==> src/rtl/io_adapter_pkg.sv <==
package io_adapter_pkg;

  typedef enum logic [1:0] {
    REG_NONE = 2'd0,
    REG_CORE = 2'd1,
    REG_DMA  = 2'd2,
    REG_CTRL = 2'd3
  } region_e;

  typedef struct packed {
    logic coreWr;
    logic coreRd;
    logic dmaWr;
    logic dmaRd;
    logic ctrlWr;
    logic rdTake;
    logic mergeOn;
  } strobe_t;

endpackage

==> src/rtl/io_adapter_ctrl.sv <==
module io_adapter_ctrl
  import io_adapter_pkg::*;
#(
  parameter int ADDR_W    = 7,
  parameter int LANES     = 4,
  parameter int CORE_END  = 'h40,
  parameter int DMA_END   = 'h60,
  parameter int CTRL_ADDR = 'h70
) (
  input  logic              clk,
  input  logic              rstN,
  input  logic              hostValid,
  input  logic              hostWrite,
  input  logic [ADDR_W-1:0] hostAddr,
  input  logic [2:0]        hostSize,
  output region_e           region,
  output strobe_t           strobe
);

  localparam int LB = $clog2(LANES);
  localparam logic [ADDR_W-1:0] CORE_LIM = ADDR_W'(CORE_END);
  localparam logic [ADDR_W-1:0] DMA_LIM  = ADDR_W'(DMA_END);
  localparam logic [ADDR_W-LB-1:0] CTRL_WORD = (ADDR_W-LB)'(CTRL_ADDR >> LB);

  logic sizeOk;
  logic go;

  always_comb begin
    sizeOk = (hostSize != 3'd0) && (int'(hostSize) <= LANES);
    go     = hostValid && sizeOk;
    if (hostAddr < CORE_LIM)                            region = REG_CORE;
    else if (hostAddr < DMA_LIM)                        region = REG_DMA;
    else if (hostAddr[ADDR_W-1:LB] == CTRL_WORD)        region = REG_CTRL;
    else                                                region = REG_NONE;
  end

  always_comb begin
    strobe         = '0;
    strobe.coreWr  = go && hostWrite  && (region == REG_CORE);
    strobe.coreRd  = go && !hostWrite && (region == REG_CORE);
    strobe.dmaWr   = go && hostWrite  && (region == REG_DMA);
    strobe.dmaRd   = go && !hostWrite && (region == REG_DMA);
    strobe.ctrlWr  = go && hostWrite  && (region == REG_CTRL);
    strobe.rdTake  = go && !hostWrite;
    strobe.mergeOn = hostWrite && ((int'(hostSize) != LANES) || (hostAddr[LB-1:0] != '0));
  end

  // a write raises no downstream read strobe
  assert_write_no_read_R8: assert property (@(posedge clk) disable iff (!rstN)
    (hostValid && hostWrite) |-> !(strobe.coreRd || strobe.dmaRd));

  // unmapped offsets raise no strobe at all
  assert_unmapped_quiet_R4: assert property (@(posedge clk) disable iff (!rstN)
    (hostValid && hostAddr >= DMA_LIM && hostAddr[ADDR_W-1:LB] != CTRL_WORD)
      |-> !(strobe.coreWr || strobe.coreRd || strobe.dmaWr || strobe.dmaRd || strobe.ctrlWr));

  // illegal sizes raise nothing
  assert_bad_size_R9: assert property (@(posedge clk) disable iff (!rstN)
    (hostValid && (hostSize == 3'd0 || int'(hostSize) > LANES))
      |-> !(strobe.coreWr || strobe.coreRd || strobe.dmaWr || strobe.dmaRd
            || strobe.ctrlWr || strobe.rdTake));

  // at most one downstream access per cycle
  assert_single_target_R1: assert property (@(posedge clk) disable iff (!rstN)
    $onehot0({strobe.coreWr, strobe.coreRd, strobe.dmaWr, strobe.dmaRd, strobe.ctrlWr}));

endmodule

==> src/rtl/io_adapter_dp.sv <==
module io_adapter_dp
  import io_adapter_pkg::*;
#(
  parameter int DATA_W  = 32,
  parameter int CLR_BIT = 24
) (
  input  logic                         clk,
  input  logic                         rstN,
  input  strobe_t                      strobe,
  input  region_e                      region,
  input  logic [$clog2(DATA_W/8)-1:0]  laneOff,
  input  logic [2:0]                   hostSize,
  input  logic [DATA_W-1:0]            hostWdata,
  input  logic [DATA_W-1:0]            corePeekData,
  input  logic [DATA_W-1:0]            dmaPeekData,
  input  logic [DATA_W-1:0]            coreRdata,
  input  logic [DATA_W-1:0]            dmaRdata,
  output logic [DATA_W-1:0]            wordWdata,
  output logic [DATA_W-1:0]            hostRdata,
  output logic                         hostRvalid,
  output logic                         clrMode
);

  localparam int LANES = DATA_W / 8;

  logic [DATA_W-1:0] ctrlReg;
  logic [DATA_W-1:0] curWord;
  logic [DATA_W-1:0] shiftedNew;
  logic [DATA_W-1:0] mergedWord;
  logic [DATA_W-1:0] rdWord;
  logic [DATA_W-1:0] sizeMask;
  logic [LANES-1:0]  laneEn;

  always_comb begin
    case (region)
      REG_CORE: curWord = corePeekData;
      REG_DMA:  curWord = dmaPeekData;
      REG_CTRL: curWord = ctrlReg;
      default:  curWord = '0;
    endcase
    case (region)
      REG_CORE: rdWord = coreRdata;
      REG_DMA:  rdWord = dmaRdata;
      REG_CTRL: rdWord = ctrlReg;
      default:  rdWord = '0;
    endcase
    shiftedNew = hostWdata << (8 * int'(laneOff));
  end

  for (genvar i = 0; i < LANES; i++) begin : gLane
    assign laneEn[i] = (i >= int'(laneOff)) && (i < int'(laneOff) + int'(hostSize));
    assign mergedWord[8*i +: 8] = laneEn[i] ? shiftedNew[8*i +: 8] : curWord[8*i +: 8];
    assign sizeMask[8*i +: 8]   = (i < int'(hostSize)) ? 8'hFF : 8'h00;
  end

  assign wordWdata = strobe.mergeOn ? mergedWord : hostWdata;
  assign clrMode   = ctrlReg[CLR_BIT];

  always_ff @(posedge clk) begin
    if (!rstN) begin
      ctrlReg    <= '0;
      hostRdata  <= '0;
      hostRvalid <= 1'b0;
    end else begin
      if (strobe.ctrlWr) ctrlReg <= wordWdata;
      hostRvalid <= strobe.rdTake;
      if (strobe.rdTake) hostRdata <= (rdWord >> (8 * int'(laneOff))) & sizeMask;
    end
  end

  // read data valid exactly one cycle after a read request
  assert_rvalid_follows_R7: assert property (@(posedge clk) disable iff (!rstN)
    strobe.rdTake |=> hostRvalid);
  assert_rvalid_only_R7: assert property (@(posedge clk) disable iff (!rstN)
    !strobe.rdTake |=> !hostRvalid);

  // a single-byte read has clear upper bytes
  assert_byte_read_mask_R7: assert property (@(posedge clk) disable iff (!rstN)
    (strobe.rdTake && hostSize == 3'd1) |=> (hostRdata[DATA_W-1:8] == '0));

  // bus-control word holds unless written
  assert_ctrl_hold_R3: assert property (@(posedge clk) disable iff (!rstN)
    !strobe.ctrlWr |=> $stable(ctrlReg));

endmodule

==> src/rtl/io_width_adapter.sv <==
module io_width_adapter
  import io_adapter_pkg::*;
#(
  parameter int ADDR_W    = 7,
  parameter int DATA_W    = 32,
  parameter int CORE_END  = 'h40,
  parameter int DMA_END   = 'h60,
  parameter int CTRL_ADDR = 'h70,
  parameter int CLR_BIT   = 24,
  parameter int CORE_IW   = $clog2(CORE_END / (DATA_W / 8)),
  parameter int DMA_IW    = $clog2((DMA_END - CORE_END) / (DATA_W / 8))
) (
  input  logic              clk,
  input  logic              rstN,
  input  logic              hostValid,
  input  logic              hostWrite,
  input  logic [ADDR_W-1:0] hostAddr,
  input  logic [2:0]        hostSize,
  input  logic [DATA_W-1:0] hostWdata,
  output logic [DATA_W-1:0] hostRdata,
  output logic              hostRvalid,
  output logic              clrMode,
  output logic [CORE_IW-1:0] coreIdx,
  output logic              coreRdEn,
  output logic              coreWrEn,
  output logic [DATA_W-1:0] coreWdata,
  input  logic [DATA_W-1:0] coreRdata,
  output logic [CORE_IW-1:0] corePeekIdx,
  input  logic [DATA_W-1:0] corePeekData,
  output logic [DMA_IW-1:0] dmaIdx,
  output logic              dmaRdEn,
  output logic              dmaWrEn,
  output logic [DATA_W-1:0] dmaWdata,
  input  logic [DATA_W-1:0] dmaRdata,
  output logic [DMA_IW-1:0] dmaPeekIdx,
  input  logic [DATA_W-1:0] dmaPeekData
);

  localparam int LANES = DATA_W / 8;
  localparam int LB    = $clog2(LANES);

  region_e           region;
  strobe_t           strobe;
  logic [DATA_W-1:0] wordWdata;
  logic [ADDR_W-1:0] dmaRel;

  io_adapter_ctrl #(
    .ADDR_W(ADDR_W), .LANES(LANES), .CORE_END(CORE_END),
    .DMA_END(DMA_END), .CTRL_ADDR(CTRL_ADDR)
  ) uCtrl (
    .clk(clk), .rstN(rstN), .hostValid(hostValid), .hostWrite(hostWrite),
    .hostAddr(hostAddr), .hostSize(hostSize), .region(region), .strobe(strobe)
  );

  io_adapter_dp #(.DATA_W(DATA_W), .CLR_BIT(CLR_BIT)) uDp (
    .clk(clk), .rstN(rstN), .strobe(strobe), .region(region),
    .laneOff(hostAddr[LB-1:0]), .hostSize(hostSize), .hostWdata(hostWdata),
    .corePeekData(corePeekData), .dmaPeekData(dmaPeekData),
    .coreRdata(coreRdata), .dmaRdata(dmaRdata), .wordWdata(wordWdata),
    .hostRdata(hostRdata), .hostRvalid(hostRvalid), .clrMode(clrMode)
  );

  assign dmaRel      = hostAddr - ADDR_W'(CORE_END);
  assign coreIdx     = hostAddr[LB +: CORE_IW];
  assign corePeekIdx = hostAddr[LB +: CORE_IW];
  assign dmaIdx      = dmaRel[LB +: DMA_IW];
  assign dmaPeekIdx  = dmaRel[LB +: DMA_IW];
  assign coreRdEn    = strobe.coreRd;
  assign coreWrEn    = strobe.coreWr;
  assign dmaRdEn     = strobe.dmaRd;
  assign dmaWrEn     = strobe.dmaWr;
  assign coreWdata   = wordWdata;
  assign dmaWdata    = wordWdata;

endmodule

==> config.mk <==
export PLATFORM = sky130hd
export DESIGN_NAME = io_width_adapter
export DESIGN_NICKNAME = d
export VERILOG_FILES = /design/src/rtl/io_adapter_pkg.sv /design/src/rtl/io_adapter_ctrl.sv /design/src/rtl/io_adapter_dp.sv /design/src/rtl/io_width_adapter.sv
export SDC_FILE = /design/constraint.sdc
export NUM_CORES = 1
export LEC_CHECK = 0
export BUFFER_PORTS_ARGS = -buffer_cell sky130_fd_sc_hd__buf_4
export CORE_MARGIN = 2
export CORE_UTILIZATION = 40
export DETAILED_ROUTE_END_ITERATION = 8
export PLACE_DENSITY = 0.72
export SLEW_MARGIN = 20
export SYNTH_ARGS = -nofsm -noshare
export SYNTH_HDL_FRONTEND = slang
export SYNTH_SLANG_ARGS = --single-unit
==> constraint.sdc <==
create_clock -name clk -period 4.2 [get_ports clk]
set_input_delay 1.05 -clock clk [delete_from_list [all_inputs] [get_ports clk]]
set_output_delay 1.05 -clock clk [all_outputs]
set_load 0.02 [all_outputs]
# Word-level counts from Yosys, hierarchy flattened
# Index checks and enable logic that the tools add are counted.
[word_totals]
reg_bits = 65
in_bits = 174
out_inout_bits = 116
word_cells = 58
[classes]
n_addsub = 2
order_cmp = 14
eq_ne = 5
shifts = 2
n_mux = 14
n_bitwise = 1
n_reduce_logical = 17
[op_table]
columns = ["operator", "count"]
rows = [
  ["$pmux W32 S3", 2],
  ["$lt A3 B32 Y1 const A", 2],
  ["$mux W8", 8],
  ["$and A32 B32 Y32", 1],
  ["$lt A1 B32 Y1 const A", 1],
  ["$lt A2 B32 Y1 const A", 1],
  ["$mux W32", 1],
  ["$shl A32 B5 Y32", 1],
  ["$shr A32 B5 Y32", 1],
  ["$lt A7 B7 Y1 const B", 2],
  ["$logic_and A1 B1 Y1", 13],
  ["$lt A1 B3 Y1 const A", 2],
  ["$lt A2 B3 Y1 const A", 2],
  ["$mux W2", 3],
  ["$eq A5 B5 Y1 const B", 1],
  ["$sub A5 B1 Y5 const B", 1],
  ["$add A2 B3 Y4", 1],
  ["$eq A2 B2 Y1 const B", 2],
  ["$ge A1 B2 Y1 const A", 2],
  ["$le A3 B3 Y1 const B", 1],
  ["$ne A3 B3 Y1 const B", 1],
  ["$reduce_bool A3 Y1", 1],
  ["$eq A2 B1 Y1 const B", 1],
  ["$ge A2 B2 Y1 const A", 1],
  ["other kinds (3)", 3],
]

# Depth between registers and ports, before layout
[depth]
depth_word = 8
depth_mapped = 10
mapped_depth_nobuf = 7

# Modules after synthesis
# Synthesis repeated with hierarchy kept, for this count alone.
[unflattened]
hier_cells = 725
area_unflattened_um2 = 5889.4
[by_module_without_submodules]
columns = ["module", "n_inst", "cells_per_inst", "area_per_inst_um2", "seq_area_each_um2"]
rows = [
  ["io_adapter_dp", 1, 661, 5437.7, 1301.2],
  ["io_width_adapter", 1, 46, 345.3, 0.0],
  ["io_adapter_ctrl", 1, 18, 106.4, 0.0],
]

# Worst setup path after synthesis
# Ideal clock, no wire load.
[synth_path]
kind = "input-to-output"
start = "in hostAddr[0]"
end = "out dmaWdata[16]"
arrival_time_ps = 3553
required_time_ps = 3150
slack_ps = -403
path_stages = 9
n_path_buf = 2
cell_sequence = "ha_1 fa_1 nor2b_1 a31oi_1 o21a_1 clkbuf_1 mux2_2 o21ai_0 buf_4"
[synth_between]
elab_chain_len = 7
elab_cells_between_ends = 18
cone_classes = "add/sub: 1; order compare: 4; eq/ne: 3; shift: 1; mux: 5; reduce/logical: 4"
[synth_lines]
columns = ["element", "line_no", "text"]
rows = [
  ["start, declared", "io_width_adapter.sv:17", "input logic [ADDR_W-1:0] hostAddr,"],
  ["parallel branches: the longest is 6 deep, another holds $lt A3 B32 Y1", "--", ""],
  ["$mux W32 *", "io_adapter_dp.sv:56", "assign wordWdata = strobe.mergeOn ? mergedWord : hostWdata;"],
  ["end, declared", "io_width_adapter.sv:33", "output logic [DATA_W-1:0] dmaWdata,"],
]
# Every way passes the cells marked *.

# Final worst setup path
[layout_path]
start = "in hostSize[0]"
end = "out coreWdata[16]"
[layout_between]
elab_chain_len = 5
elab_cells_between_ends = 8
cone_classes = "add/sub: 1; order compare: 1; eq/ne: 1; mux: 2; reduce/logical: 3"
[layout_lines]
columns = ["element", "line_no", "text"]
rows = [
  ["start, declared", "io_width_adapter.sv:18", "input logic [2:0] hostSize,"],
  ["$add A2 B3 Y4", "io_adapter_dp.sv:51", "assign laneEn[i] = (i >= int'(laneOff)) && (i < int'(laneOff) + int'(hostSize));"],
  ["$lt A3 B32 Y1", "io_adapter_dp.sv:51", ""],
  ["$logic_and A1 B1 Y1", "io_adapter_dp.sv:51", ""],
  ["$mux W8", "io_adapter_dp.sv:52", "assign mergedWord[8*i +: 8] = laneEn[i] ? shiftedNew[8*i +: 8] : curWord[8*i +: 8];"],
  ["$mux W32 *", "io_adapter_dp.sv:56", ""],
  ["end, declared", "io_width_adapter.sv:26", "output logic [DATA_W-1:0] coreWdata,"],
]
# Every way passes the cells marked *; elsewhere a longest branch is shown, timed or not.

==> impl_metrics.py <==
metrics = {
    "outcome": {
        "run_status": "complete, but fails checks",
        "violations": "DRC",
    },
    "die": {
        "dieArea_um2": 14700,
        "start_util": 0.412,
        "floorplan.io_pins": 290,
        "floorplan.die.width_um": 121,
        "core.rowCount": 42,
        "die_h_um": 121,
        "design.core.area_um2": 13300,
    },
    "finish": {
        "final_nets": 1083,
        "ant_cells": 0,
        "areaGrowthSynthToFinish_pct": 46.7,
        "postLayoutCellArea_um2": 8050,
        "final_cells": 1087,
        "post-route-util": 0.605,
        "layout-drive-gt1-share": 0.456,
    },
    "clock_tree": {
        "worstSkewPairLatency_ns": 0.34,
        "ctsHtreeMaxLevel": 3,
        "cts_sinks": 65,
        "clock-root-buffer": "clkbuf_16",
        "clk_transition_reported_paths_ns": 0.06,
        "tritoncts": "done",
        "tritoncts.num_buffers": 9,
        "ctsLongestPathBuffers": 2,
    },
    "power_and_ir_drop": {
        "pwr_density_cell_nw_per_um2": 277,
        "worst_ir_drop_vdd_v": 0.000176,
        "total_leakage_power_uw": 0.00345,
        "p_comb_frac": 0.375,
        "seq_power_share": 0.283,
        "netSwitchingFraction": 0.338,
        "clock_power_share": 0.343,
        "total_switching_power_uw": 752,
        "internal_power_uw": 1470,
    },
    "critical_path": {
        "worstPathRequired_ns": 3.15,
        "criticalPathCategory": "in -> out",
        "crit_fanout": 7,
        "arrival_time_reported_for_the_critical_path_endpoint_ns": 3.13,
        "worst_setup_path_end_kind": "primary output",
        "start_kind": "input port",
    },
    "sta": {
        "slew_of_the_pin_with_the_lowest_slew_margin_ns": 0.937,
        "max_slew_margin": 0.373,
        "worst_hold_slack_ns": 0.458,
        "slew_violations": 0,
        "final-setup-viol-count": 0,
        "rsz0062_at_grt": "yes",
        "final_period_minus_worst_setup_slack_ns": 4.18,
        "fin_skew_ns": 0.00733,
        "period_share": 0.995,
        "hold_viol": 0,
        "fmax_ghz": 0.239,
    },
    "synthesis": {
        "yosysUniqueCellTypes": 60,
        "synth-seq-cells": 65,
        "number_of_enable_flip_flop_cells_after_synthesis": 0,
        "synth_warnings": 0,
        "post_synth_instance_area_um2": 5480,
        "cells_after_synth": 685,
        "yosys.area.top_type_share": 0.237,
        "synth_sequential_area_ratio": 0.237,
        "async_reset_ff_frac": 0,
        "synthesis.area_per_instance_um2": 8.01,
        "ys_top_cells_by_area": "dfxtp_1 24%, buf_4 6.6%, a222oi_1 4.7%",
        "ys_dominant_reg_cell": "dfxtp_1",
        "synthDominantAreaCellType": "dfxtp_1",
        "synth.net_count": 862,
        "synth_common_cells": "65 x dfxtp_1, 65 x nand2_1, 48 x buf_4",
    },
    "worst_hold_path": {
        "hold_class": "reg -> reg",
    },
    "placement": {
        "placement.cell_area_um2": 7540,
        "numPlacedInstances": 1070,
        "numPortBuffers": 289,
        "hpwlAfterDp_um": 18900,
        "routabilityCongestion": 0.995,
    },
    "run": {
        "max_cap_viol_count": 0,
    },
    "detailed_routing": {
        "viasPerCell": 6.21,
        "drc": 4,
        "routed-via-count": 6752,
        "route.antenna.remaining_nets": 0,
        "detail_route.wirelength_um": 24500,
        "detail_route.first_pass.iterations": 9,
        "drt_iter0_markers": 746,
        "drt-wirelength-per-cell_um": 22.5,
    },
    "grt": {
        "grt_pass1_wl_um": 36000,
        "globalRouteOverflowTotal": 0,
        "groute.usage.overall": 0.320,
        "via_count_of_the_first_global_routing_pass": 6395,
        "antenna_found_initial": 0,
        "grt_start_max_net_pins": 50,
    },
}
## worst max-delay path, stage by stage
cell,delay (ns)
buf_8,0.10
ha_4,0.16
fa_1,0.40
nor2b_2,0.18
a31oi_2,0.30
o21a_4,0.27
mux2_4,0.34
o21ai_4,0.18
buf_6,0.14
## metrics by stage
step / worst slack, ns / TNS [ns] / total power (µW)
final: 0.0194 / 0 / 2230
after global routing: -0.0404 / -0.705 / 2300
after CTS: 0.00125 / 0 / 2180
after detailed placement: -0.190 / -2.70 / 1430
after global placement: -0.141 / -1.81 / 1420
after floorplan: -0.109 / -0.858 / 1110
## per-layer routing
layer  track usage  up-vias  wire, µm
met5             0        -         0
met4         0.113        0       652
met3        0.0686       46      2550
met2         0.534      406     11700
met1         0.406     3230      9650
li1              -     3070         -
## final cells by class
type,count,area (µm²)
well taps,176,220
multi-input cells,505,3720
fillers,1265,5250
clock buffers,9,225
repair buffers,321,2490
flip-flops and latches,65,1300
clock inverters,7,71.3
inverters,4,15.0
## cell usage in the layout, fill, tap and decap left out, drive strengths merged, types with 14 or more instances in the layout
master and n:
buf 321, nand2 65, dfxtp 65, o21ai 47, nor2 39, a31oi 35, mux2 29, a222oi 26
and3 24, a21oi 20, a22oi 20, nand3 19, mux2i 16, o211ai 14
## cell families (layout without fill, tap and decap cells)
logic type / Yosys count / after routing / synth area share
adders and majority gates: 3 / 3 / 0.00821
AOI/OAI and AO/OA: 257 / 257 / 0.348
and+or+nand+nor: 200 / 200 / 0.190
buffers and inverters: 115 / 341 / 0.122
muxes: 45 / 45 / 0.0942
DFF: 65 / 65 / 0.237
## sequential cells by signal (all words and copies together) (netlist names)
signal,flops
uDp.hostRdata,32
uDp.hostRvalid,1
uDp.ctrlReg,32
## worst paths after layout
kind / end / cells after the start / from / slack (ns)
worst max-delay path: coreWdata[16] / 9 / hostSize[0] / 0.02
worst min-delay path: uDp.hostRdata[2]$_SDFFE_PN0P_ / 2 / uDp.hostRdata[2]$_SDFFE_PN0P_ / 0.46
worst max register to register: uDp.ctrlReg[5]$_SDFFE_PN0P_ / 5 / uDp.ctrlReg[5]$_SDFFE_PN0P_ / 2.73
worst min register to register: uDp.hostRdata[2]$_SDFFE_PN0P_ / 2 / uDp.hostRdata[2]$_SDFFE_PN0P_ / 0.46
## power by group through the flow
stage | Clock (µW) | Sequential [µW] | Combinational [µW]
detailed placement | 0 | 643 | 783
global placement | 0 | 643 | 777
finish | 763 | 630 | 834
CTS | 763 | 630 | 790
floorplan | 0 | 651 | 460
global route | 797 | 630 | 877
## timing repair
action / CTS / global route
resized for setup: 6 / 40
pin swaps: 3 / 8
hold buffers: 0 / 0
setup endpoints to repair: 40 / 48
buffers inserted: 0 / 1
No activity file was read; power rests on OpenSTA's default activity.
